## src/rtl/sdram_init_pkg.sv

```systemverilog
`timescale 1ns/1ps
// sdram_init_pkg: shared command codes, FSM states and the mode-word packer
// for the SDRAM power-up sequencer.
// Assumes command bit order {cs_n, ras_n, cas_n, we_n}.
package sdram_init_pkg;

    localparam int MODE_W = 12;

    typedef enum logic [3:0] {
        CMD_LMR = 4'b0000,
        CMD_REF = 4'b0001,
        CMD_PRE = 4'b0010,
        CMD_NOP = 4'b0111
    } sd_cmd_e;

    typedef enum logic [3:0] {
        ST_PWR,
        ST_PRE,
        ST_TRP,
        ST_REF1,
        ST_TRFC1,
        ST_REF2,
        ST_TRFC2,
        ST_LMR,
        ST_TMRD,
        ST_DONE
    } init_st_e;

    // Build the 12-bit mode word; operating mode and reserved bits are zero.
    function automatic logic [MODE_W-1:0] pack_mode(
        input logic [2:0] burst_len,
        input logic       burst_ilv,
        input logic [2:0] cas_lat,
        input logic       wr_single
    );
        return {2'b00, wr_single, 2'b00, cas_lat, burst_ilv, burst_len};
    endfunction

endpackage

```

## src/rtl/sdram_init_timer.sv

```systemverilog
`timescale 1ns/1ps
// sdram_init_timer: down-counter shared by the power-up wait and the
// inter-command gaps.
// It resets to INIT_VAL, reloads on 'load', and otherwise counts down to zero
// and holds there. 'last' is high when the count is 1, so the state machine can
// step on that edge and the next command lands exactly on the gap boundary.
// Assumes every loaded value and INIT_VAL are at least 1.
module sdram_init_timer #(
    parameter int CNT_W    = 8,
    parameter int INIT_VAL = 2
) (
    input  logic             clk,
    input  logic             rst_n,
    input  logic             load,
    input  logic [CNT_W-1:0] load_val,
    output logic             last
);

    logic [CNT_W-1:0] cnt_q;

    // Counter register: reset value, reload, or saturating decrement.
    always_ff @(posedge clk) begin
        if (!rst_n) begin
            cnt_q <= CNT_W'(INIT_VAL);
        end else if (load) begin
            cnt_q <= load_val;
        end else if (cnt_q != '0) begin
            cnt_q <= cnt_q - 1'b1;
        end
    end

    // Final-cycle flag for the controlling state machine.
    assign last = (cnt_q == CNT_W'(1));

    // A reload value of zero would stall the sequence (R7 gap rule).
    assert_load_nonzero_R7: assert property (@(posedge clk) disable iff (!rst_n)
        load |-> (load_val != '0));

endmodule

```

## src/rtl/sdram_init_modeword.sv

```systemverilog
`timescale 1ns/1ps
// sdram_init_modeword: assembles the mode-register word from the
// configuration inputs.
// Assumes the inputs are held stable for the whole sequence.
module sdram_init_modeword
    import sdram_init_pkg::*;
(
    input  logic [2:0]        burst_len,
    input  logic              burst_ilv,
    input  logic [2:0]        cas_lat,
    input  logic              wr_single,
    output logic [MODE_W-1:0] mode_word
);

    // Pure field placement, no state.
    always_comb begin
        mode_word = pack_mode(burst_len, burst_ilv, cas_lat, wr_single);
    end

endmodule

```

## src/rtl/sdram_init_pins.sv

```systemverilog
`timescale 1ns/1ps
// sdram_init_pins: turns the current command into SDRAM pin levels.
// PRECHARGE sets address bit 10 (all banks), LOAD MODE puts the mode word on
// the address, and every other command drives a zero address. The bank address
// is always zero.
// Assumes ADDR_W >= MODE_W.
module sdram_init_pins
    import sdram_init_pkg::*;
#(
    parameter int ADDR_W = 12,
    parameter int BA_W   = 2
) (
    input  sd_cmd_e           cmd,
    input  logic [MODE_W-1:0] mode_word,
    output logic              cs_n,
    output logic              ras_n,
    output logic              cas_n,
    output logic              we_n,
    output logic [ADDR_W-1:0] addr,
    output logic [BA_W-1:0]   ba
);

    localparam int ALL_BANK_BIT = 10;

    // Split the command code onto the four strobes.
    assign {cs_n, ras_n, cas_n, we_n} = cmd;

    // Select what the address bus carries for this command.
    always_comb begin
        addr = '0;
        ba   = '0;
        case (cmd)
            CMD_PRE: addr[ALL_BANK_BIT] = 1'b1;
            CMD_LMR: addr = ADDR_W'(mode_word);
            default: addr = '0;
        endcase
    end

endmodule

```

## src/rtl/sdram_init_seq.sv

```systemverilog
`timescale 1ns/1ps
// sdram_init_seq: top of the SDRAM power-up sequencer.
// Runs NOP wait -> precharge all -> refresh -> refresh -> load mode -> done,
// with a timed gap after every command. The wait length comes from
// CLK_PERIOD_PS and POWERUP_NS. The gaps T_RP, T_RFC and T_MRD are in clock
// cycles and must each be at least 2. Outputs are decoded from registered state.
module sdram_init_seq
    import sdram_init_pkg::*;
#(
    parameter int CLK_PERIOD_PS = 5000,
    parameter int POWERUP_NS    = 100000,
    parameter int T_RP          = 3,
    parameter int T_RFC         = 14,
    parameter int T_MRD         = 2,
    parameter int ADDR_W        = 12,
    parameter int BA_W          = 2
) (
    input  logic              clk,
    input  logic              rst_n,
    input  logic [2:0]        cfg_burst_len,
    input  logic              cfg_burst_interleave,
    input  logic [2:0]        cfg_cas_lat,
    input  logic              cfg_write_single,
    output logic              sd_cs_n,
    output logic              sd_ras_n,
    output logic              sd_cas_n,
    output logic              sd_we_n,
    output logic [ADDR_W-1:0] sd_addr,
    output logic [BA_W-1:0]   sd_ba,
    output logic              init_done
);

    localparam longint PWR_PS  = longint'(POWERUP_NS) * 1000;
    localparam int     PWR_CYC = int'((PWR_PS + CLK_PERIOD_PS - 1) / CLK_PERIOD_PS);
    localparam int     GAP_MAX = (T_RFC > T_RP) ? ((T_RFC > T_MRD) ? T_RFC : T_MRD)
                                                : ((T_RP > T_MRD) ? T_RP : T_MRD);
    localparam int     CNT_MAX = (PWR_CYC > GAP_MAX) ? PWR_CYC : GAP_MAX;
    localparam int     CNT_W   = $clog2(CNT_MAX + 1);

    init_st_e          st_q, st_d;
    sd_cmd_e           cmd;
    logic              tmr_load;
    logic [CNT_W-1:0]  tmr_val;
    logic              tmr_last;
    logic [MODE_W-1:0] mode_word;

    // State register; reset restarts at the power-up wait.
    always_ff @(posedge clk) begin
        if (!rst_n) st_q <= ST_PWR;
        else        st_q <= st_d;
    end

    // Sequence order: command states last one cycle, gap states wait for the timer.
    always_comb begin
        st_d = st_q;
        case (st_q)
            ST_PWR:   if (tmr_last) st_d = ST_PRE;
            ST_PRE:   st_d = ST_TRP;
            ST_TRP:   if (tmr_last) st_d = ST_REF1;
            ST_REF1:  st_d = ST_TRFC1;
            ST_TRFC1: if (tmr_last) st_d = ST_REF2;
            ST_REF2:  st_d = ST_TRFC2;
            ST_TRFC2: if (tmr_last) st_d = ST_LMR;
            ST_LMR:   st_d = ST_TMRD;
            ST_TMRD:  if (tmr_last) st_d = ST_DONE;
            default:  st_d = ST_DONE;
        endcase
    end

    // Gap length loaded on the cycle each command is on the pins.
    always_comb begin
        tmr_load = 1'b0;
        tmr_val  = '0;
        case (st_q)
            ST_PRE:           begin tmr_load = 1'b1; tmr_val = CNT_W'(T_RP - 1);  end
            ST_REF1, ST_REF2: begin tmr_load = 1'b1; tmr_val = CNT_W'(T_RFC - 1); end
            ST_LMR:           begin tmr_load = 1'b1; tmr_val = CNT_W'(T_MRD - 1); end
            default:          begin tmr_load = 1'b0; tmr_val = '0;                end
        endcase
    end

    // Command decode from state.
    always_comb begin
        case (st_q)
            ST_PRE:           cmd = CMD_PRE;
            ST_REF1, ST_REF2: cmd = CMD_REF;
            ST_LMR:           cmd = CMD_LMR;
            default:          cmd = CMD_NOP;
        endcase
    end

    assign init_done = (st_q == ST_DONE);

    sdram_init_timer #(
        .CNT_W    (CNT_W),
        .INIT_VAL (PWR_CYC)
    ) u_timer (
        .clk      (clk),
        .rst_n    (rst_n),
        .load     (tmr_load),
        .load_val (tmr_val),
        .last     (tmr_last)
    );

    sdram_init_modeword u_mode (
        .burst_len (cfg_burst_len),
        .burst_ilv (cfg_burst_interleave),
        .cas_lat   (cfg_cas_lat),
        .wr_single (cfg_write_single),
        .mode_word (mode_word)
    );

    sdram_init_pins #(
        .ADDR_W (ADDR_W),
        .BA_W   (BA_W)
    ) u_pins (
        .cmd       (cmd),
        .mode_word (mode_word),
        .cs_n      (sd_cs_n),
        .ras_n     (sd_ras_n),
        .cas_n     (sd_cas_n),
        .we_n      (sd_we_n),
        .addr      (sd_addr),
        .ba        (sd_ba)
    );

    // Assertion support: number of refresh commands seen on the pins since reset.
    logic [3:0] pin_cmd;
    logic [1:0] ref_seen_q;
    assign pin_cmd = {sd_cs_n, sd_ras_n, sd_cas_n, sd_we_n};

    always_ff @(posedge clk) begin
        if (!rst_n)                                      ref_seen_q <= '0;
        else if (pin_cmd == 4'b0001 && ref_seen_q != 2'd3) ref_seen_q <= ref_seen_q + 1'b1;
    end

    assert_pre_all_banks_R3: assert property (@(posedge clk) disable iff (!rst_n)
        (pin_cmd == 4'b0010) |-> (sd_addr[10] && sd_ba == '0));

    assert_two_refresh_only_R4: assert property (@(posedge clk) disable iff (!rst_n)
        (pin_cmd == 4'b0001) |-> (ref_seen_q < 2'd2));

    assert_lmr_after_refresh_R5: assert property (@(posedge clk) disable iff (!rst_n)
        (pin_cmd == 4'b0000) |-> (ref_seen_q == 2'd2 && sd_ba == '0));

    assert_mode_reserved_zero_R6: assert property (@(posedge clk) disable iff (!rst_n)
        (pin_cmd == 4'b0000) |-> (sd_addr[11:10] == 2'b00 && sd_addr[8:7] == 2'b00));

    assert_nop_after_cmd_R7: assert property (@(posedge clk) disable iff (!rst_n)
        (pin_cmd != 4'b0111) |=> (pin_cmd == 4'b0111));

    assert_done_sticky_R8: assert property (@(posedge clk) disable iff (!rst_n)
        init_done |=> init_done);

    assert_done_bus_idle_R8: assert property (@(posedge clk) disable iff (!rst_n)
        init_done |-> (pin_cmd == 4'b0111 && sd_addr == '0));

endmodule

```

## config.mk

```make
export PLATFORM = sky130hd
export DESIGN_NAME = sdram_init_seq
export DESIGN_NICKNAME = d
export VERILOG_FILES = /design/src/rtl/sdram_init_pkg.sv /design/src/rtl/sdram_init_timer.sv /design/src/rtl/sdram_init_modeword.sv /design/src/rtl/sdram_init_pins.sv /design/src/rtl/sdram_init_seq.sv
export SDC_FILE = /design/constraint.sdc
export NUM_CORES = 1
export LEC_CHECK = 0
export BUFFER_PORTS_ARGS = -buffer_cell sky130_fd_sc_hd__buf_2
export CAP_MARGIN = 20
export CELL_PAD_IN_SITES_DETAIL_PLACEMENT = 0
export CELL_PAD_IN_SITES_GLOBAL_PLACEMENT = 1
export CORE_MARGIN = 5
export CORE_UTILIZATION = 38
export DETAILED_ROUTE_END_ITERATION = 8
export GPL_TIMING_DRIVEN = 0
export PLACE_DENSITY_LB_ADDON = 0.1
export REMOVE_ABC_BUFFERS = 1
export SETUP_SLACK_MARGIN = 0.4
export SLEW_MARGIN = 20
export SYNTH_ARGS = -nofsm -noshare
export SYNTH_HDL_FRONTEND = slang
export SYNTH_SLANG_ARGS = --single-unit
```

## constraint.sdc

```tcl
create_clock -name clk -period 2.3 [get_ports clk]
set_input_delay 0.115 -clock clk [delete_from_list [all_inputs] [get_ports clk]]
set_output_delay 0.115 -clock clk [all_outputs]
set_load 0.03 [all_outputs]
```

==> impl_metrics.toml, run 1 <==
[cells_and_area]
syn_to_final_growth_pct = 16.10
multi_input_area_sq_um = 725.7
layout_commonest_cell = "buf_2"
regArea_sq_um = 380.4
most-common-layout-cells = "22 x buf_2, 19 x dfxtp_1, 15 x nand2_1"
diodes = 0
drive_gt1_frac = 0.2699
stdcell_count = 194
finalNetCount = 176
n_fill_cell = 268

[timing]
min_period_over_period = 0.7846
finalSetupViolCount = 0
final.setup_skew_ns = 0.004039
relSlewSlack = 0.5777
min_period_ns = 1.804
fin_tns_setup_ns = 0
rsz0062_at_grt = "yes"
hold_viol = 0
fmax_mhz = 554.2
worst_slew_pin_slew_ns = 0.6276
drv_slew = 0
worst_slack_ns = 0.4955

[yosys]
yosysWarningCount = 0
netlist_area_sq_um = 1142
syn_inst = 139
synth_flop_cell = "dfxtp_1"
synth.distinct_cells = 41
ys_seq_elements = 19
syn_avg_cell_area_sq_um = 8.218
synth_edf_count = 0
async_reset_ff_frac = 0
synth-seq-area-share = 0.3330

[global_routing]
grt_pass1_wl_um = 4816
antenna_found_initial = 0
grt_start_max_net_pins = 17
overflow = 0
track_usage = 0.1444
grt_pass1_vias = 1035

[placed_design]
gp_congestion = 0.8451
pre_cts_ws_ns = 0.3192
port_buffers = 22
placed_cells = 187
dp_hpwl_um = 2156

[critical_path]
worstSetupStartpoint = "u_timer.cnt_q[0]"
worstSetupPathType = "flop to flop"
critical_path_buf_inv_count = 1
slowest_delay_ns = 0.43
critPathRequiredTime_ns = 2.53
cp.arrival_ns = 2.04
crit_path_start_kind = "flop"
cp-end-kind = "flop"
reg2reg_from = "u_timer.cnt_q[0]"
crit_chain = "inv_1 -> ha_1 -> nor3b_2 -> nand3_1 -> or4_1 -> a21oi_1"
path_max_fanout = 6
crit_family = "simple AND/OR/NAND/NOR gates"
crit_slowest_cell = "or4_1"

[clock_network]
cts.clk_slew.worst_paths_ns = 0.11
clk_latency_ns = 0.30
cts_max_level = 1
cts_tree = "built"
clockBufferDepth = 2
cts_inserted_buffers = 3
clock-sinks = 19
root_buffer = "clkbuf_4"

[floorplanning]
floorplan.die.height_um = 64.83
coreArea_sq_um = 2829
start_util = 0.4038
dieWidth_um = 64.83
std_cell_rows = 19
die-area_sq_um = 4203
io-pin-count = 29

[power_and_ir_drop]
vdd_ir_drop_max_uv = 354.4
leakage_nw = 0.5193
p_per_area_nw_per_um2 = 549.1

[route]
drtPass1Iterations = 4
wl_met3_um = 172
wire_per_inst_um = 14.33
routed.top_layer = "met3"
wl_met1_um = 1329
vias_per_cell = 5.428
first_iter_violations = 54
vias = 1053
routed_wl_um = 2780
route.met2.wl_um = 1278
drtAntennaViolNets = 0
drcViolationCount = 0

[flow_run]
maxCapViolCount = 0

[status]
outcome = "finished clean"

[hold_path]
hold_class = "primary input to flop"
worstHoldStart = "rst_n"
## routing by layer
layer  track usage  vias up
met5             0        -
met4             0        0
met3       0.05354        0
met2        0.2261       31
met1        0.2023      476
li1              -      546
## worst register-to-register path: cells and delay by family (launching register included)
| kind | cells | cell delay (ns) |
|---|---|---|
| and+or+nand+nor | 3 | 0.89 |
| DFF | 1 | 0.38 |
| adders and majority gates | 1 | 0.23 |
| AOI/OAI and AO/OA | 1 | 0.15 |
| buffers and inverters | 1 | 0.10 |
## where the power goes
group	leakage [nW]	switching [W]	internal, W
Sequential	0.155	0.0000480	0.000353
Clock	0.0150	0.000105	0.0000675
Combinational	0.349	0.0000861	0.0000682
Total	0.519	0.000239	0.000489
## sequential cells by signal (all words and copies together), names as in the netlist
signal and cells:
u_timer.cnt_q 15, st_q 4
## area by class of cell
class,instances,area share
Sequential cell,19,0.2868
Tap cell,31,0.02925
Inverter,5,0.01698
Multi-Input combinational cell,110,0.5472
Clock buffer,4,0.01981
Timing Repair Buffer,25,0.1000
## cell usage after synthesis (2+ instances only)
| library cell | n | area (sq um) |
|---|---|---|
| nor4_4 | 2 | 42.54 |
| o21ai_1 | 2 | 10.01 |
| o21ai_0 | 3 | 15.01 |
| nand4b_1 | 2 | 17.52 |
| mux2i_1 | 2 | 20.02 |
| clkbuf_1 | 4 | 15.01 |
| nand3_1 | 7 | 35.03 |
| nor3_1 | 3 | 15.01 |
| buf_4 | 6 | 45.04 |
| nor4_1 | 5 | 31.28 |
| nor2_1 | 9 | 33.78 |
| or4_4 | 3 | 33.78 |
| nand4_1 | 4 | 25.02 |
| xnor2_1 | 2 | 17.52 |
| nand2_1 | 15 | 56.30 |
| ha_1 | 2 | 25.02 |
| inv_1 | 5 | 18.77 |
| a21oi_1 | 11 | 55.05 |
| dfxtp_1 | 19 | 380.4 |
| or3_1 | 2 | 12.51 |
| xor2_1 | 2 | 17.52 |
| or2_2 | 2 | 12.51 |
| and2_1 | 8 | 50.05 |
| a31oi_1 | 2 | 12.51 |
## through the flow
stage / area (sq um) / utilization / hold slack, ns / total power, W
global placement: 1250 / 0.4418 / 0.4144 / 0.0005525
finish: 1326 / 0.4688 / 0.1026 / 0.0007283
floorplan: 1101 / - / 0.1769 / 0.0005159
global route: 1326 / 0.4688 / 0.1196 / 0.0007721
CTS: 1291 / 0.4564 / 0.1004 / 0.0007302
detailed placement: 1250 / 0.4418 / 0.4184 / 0.0005560
## timing repair
action / in CTS / in global routing
gates resized for setup: 2 / 4
gates cloned: 0 / 0
endpoints found under the setup margin: 9 / 16
pin swaps: 1 / 0
buffers inserted: 1 / 2
hold buffers: 0 / 0
## final timing paths
| check | slack (ns) | to | cells past startpoint |
|---|---|---|---|
| hold reg to reg | 0.50 | u_timer.cnt_q[13] | 2 |
| setup / recovery | 0.50 | u_timer.cnt_q[12] | 6 |
| hold / removal | 0.10 | u_timer.cnt_q[14] | 2 |
| setup reg to reg | 0.50 | u_timer.cnt_q[12] | 6 |
## cell families after synthesis
family	synth area share
compound gates	0.1413
simple gates	0.3833
xor+xnor	0.03067
other cells	0.003283
flops	0.3330
buf+inv	0.06900
fa+ha+maj	0.02190
mux	0.01753
Note: power is estimated with default switching activity, not from simulation.
==> run 2: changes to the inputs <==
--- a/config.mk
+++ b/config.mk
@@ -10,7 +10,7 @@
 export CELL_PAD_IN_SITES_DETAIL_PLACEMENT = 0
 export CELL_PAD_IN_SITES_GLOBAL_PLACEMENT = 1
 export CORE_MARGIN = 5
-export CORE_UTILIZATION = 38
+export CORE_UTILIZATION = 34
 export DETAILED_ROUTE_END_ITERATION = 8
 export GPL_TIMING_DRIVEN = 0
 export PLACE_DENSITY_LB_ADDON = 0.1
==> constraint.sdc (replaced) <==
create_clock -name clk -period 1.6 [get_ports clk]
set_input_delay 0.08 -clock clk [delete_from_list [all_inputs] [get_ports clk]]
set_output_delay 0.08 -clock clk [all_outputs]
set_load 0.03 [all_outputs]
==> impl_metrics.toml, run 2 (synthesis gave the netlist of run 1 again) <==
[floorplanning]
coreArea_sq_um = 3284
dieWidth_um = 67.97
io-pin-count = 29
die-area_sq_um = 4619
floorplan.die.height_um = 67.97
start_util = 0.3478
std_cell_rows = 21

[hold_path]
worstHoldEndpoint = "u_timer.cnt_q[14]"
hold_depth = 2
worstHoldStart = "rst_n"
hold_class = "primary input to flop"

[route]
drtPass1Iterations = 4
vias = 1184
vias_per_cell = 5.193
routed_wl_um = 3338
first_iter_violations = 52
drcViolationCount = 0
wire_per_inst_um = 14.64
drtAntennaViolNets = 0

[critical_path]
crit_path_start_kind = "flop"
worstSetupPathType = "flop to flop"
r2r_cells = 4
cp.arrival_ns = 1.86
critPathRequiredTime_ns = 1.85
path_max_fanout = 3
r2r_end = "st_q[0]"
cp-end-kind = "flop"
r2r_slack_ns = -0.009
reg2reg_from = "u_timer.cnt_q[5]"

[placed_design]
port_buffers = 22
pre_cts_ws_ns = -0.4039
dp_hpwl_um = 2161
gp_congestion = 0.7476

[timing]
min_period_over_period = 1.006
final.setup_skew_ns = 0.008906
finalSetupViolCount = 1
worst_slack_ns = -0.008840
hold_viol = 0
min_period_ns = 1.609
rsz0062_at_grt = "yes"
whs_ns = 0.08111
drv_slew = 0
fmax_mhz = 621.6

[power_and_ir_drop]
vdd_ir_drop_max_uv = 359.8
swShare = 0.3556
leakage_nw = 0.6933
clkPwrFrac = 0.214
internal_power_w = 0.0008017
p_seq_frac = 0.466
power.switching_w = 0.0004425
p_per_area_nw_per_um2 = 716.9
combinationalPowerShare = 0.320

[global_routing]
grt_pass1_vias = 1127
grt_start_max_net_pins = 17
track_usage = 0.1467
grt_pass1_wl_um = 5216
top_usage_layer = "met2"
met3_usage = 0.02956
antenna_found_initial = 0
use_met2 = 0.2527
grt_use_met1 = 0.1873
overflow = 0

[clock_network]
clockBufferDepth = 2
cts.clk_slew.worst_paths_ns = 0.13
clock-sinks = 19
ctsHoldBuffers = 0
clk_latency_ns = 0.31
cts_inserted_buffers = 3
cts_max_level = 1
cts_tree = "built"
root_buffer = "clkbuf_4"

[cells_and_area]
largest-register = "u_timer.cnt_q"
layout_commonest_cell = "buf_4"
diodes = 0
finalNetCount = 195
most-common-layout-cells = "19 x buf_4, 17 x buf_2, 12 x nand2_1"
largest_reg_flops = 15
multi_input_area_sq_um = 884.6
n_fill_cell = 319
reg_top3 = "u_timer.cnt_q (15), st_q (4)"
syn_to_final_growth_pct = 51.92
drive_gt1_frac = 0.5275
regArea_sq_um = 420.4

[flow_run]
maxCapViolCount = 0

[status]
violations = "setup timing"
outcome = "complete, but fails checks"
[run 2: final cells by class]
| cell class | count | share of cell area |
|---|---|---|
| timing repair buffer | 44 | 0.1810 |
| sequential | 19 | 0.2422 |
| inverter | 5 | 0.01658 |
| clock inverter | 1 | 0.004326 |
| tap | 46 | 0.03317 |
| multi-input combinational | 110 | 0.5097 |
| clock buffer | 3 | 0.01298 |
[run 2: worst max-delay path by stage]
stage | endpoint | from | slack [ns]
2_1_floorplan | u_timer.cnt_q[1] | st_q[0] | -0.50
3_3_place_gp | u_timer.cnt_q[0] | u_timer.cnt_q[0] | -0.41
3_5_place_dp | u_timer.cnt_q[0] | u_timer.cnt_q[0] | -0.40
4_1_cts | u_timer.cnt_q[10] | u_timer.cnt_q[11] | 0.02
5_1_grt | sd_addr[0] | st_q[1] | -0.06
6_report | st_q[0] | u_timer.cnt_q[5] | -0.009
[run 2: critical path, stage by stage (launching register included)]
cell and delay (ns):
dfxtp_4 0.38, or4_4 0.59, nor4_4 0.25, nand4b_1 0.17, a21oi_1 0.16
[run 2: stage by stage]
step	instance area [sq um]	std cells	util	TNS, ns	total power, W
after floorplan	1101	134	-	-0.8510	0.0007417
after global placement	1269	202	0.3863	-4.048	0.0007945
after detailed placement	1269	202	0.3863	-3.742	0.0007948
after CTS	1565	222	0.4766	0	0.001164
after global routing	1735	228	0.5284	-0.5745	0.001310
final	1735	228	0.5284	-0.008840	0.001244
[run 2: repair_timing]
action                     in CTS  in global routing
pin swaps                      13                 13
gates resized for setup        45                 33
buffers inserted               16                  6
setup endpoints to repair      29                 29
hold endpoints to repair        0                  0
[run 2: layer usage]
| metal | share of wire | wire [um] | up-vias |
|---|---|---|---|
| li1 | - | - | 584 |
| met1 | 0.45 | 1501 | 582 |
| met2 | 0.52 | 1731 | 16 |
| met3 | 0.027 | 91 | 2 |
| met4 | 0.0036 | 12 | 0 |
| met5 | 0 | 0 | - |
[run 2: power by group through the flow]
stage / clock, W / combinational, W / sequential, W
after floorplan: 0 / 0.000176 / 0.000566
after global routing: 0.000295 / 0.000430 / 0.000585
after detailed placement: 0 / 0.000217 / 0.000578
final: 0.000266 / 0.000398 / 0.000580
after global placement: 0 / 0.000217 / 0.000578
after CTS: 0.000277 / 0.000314 / 0.000573
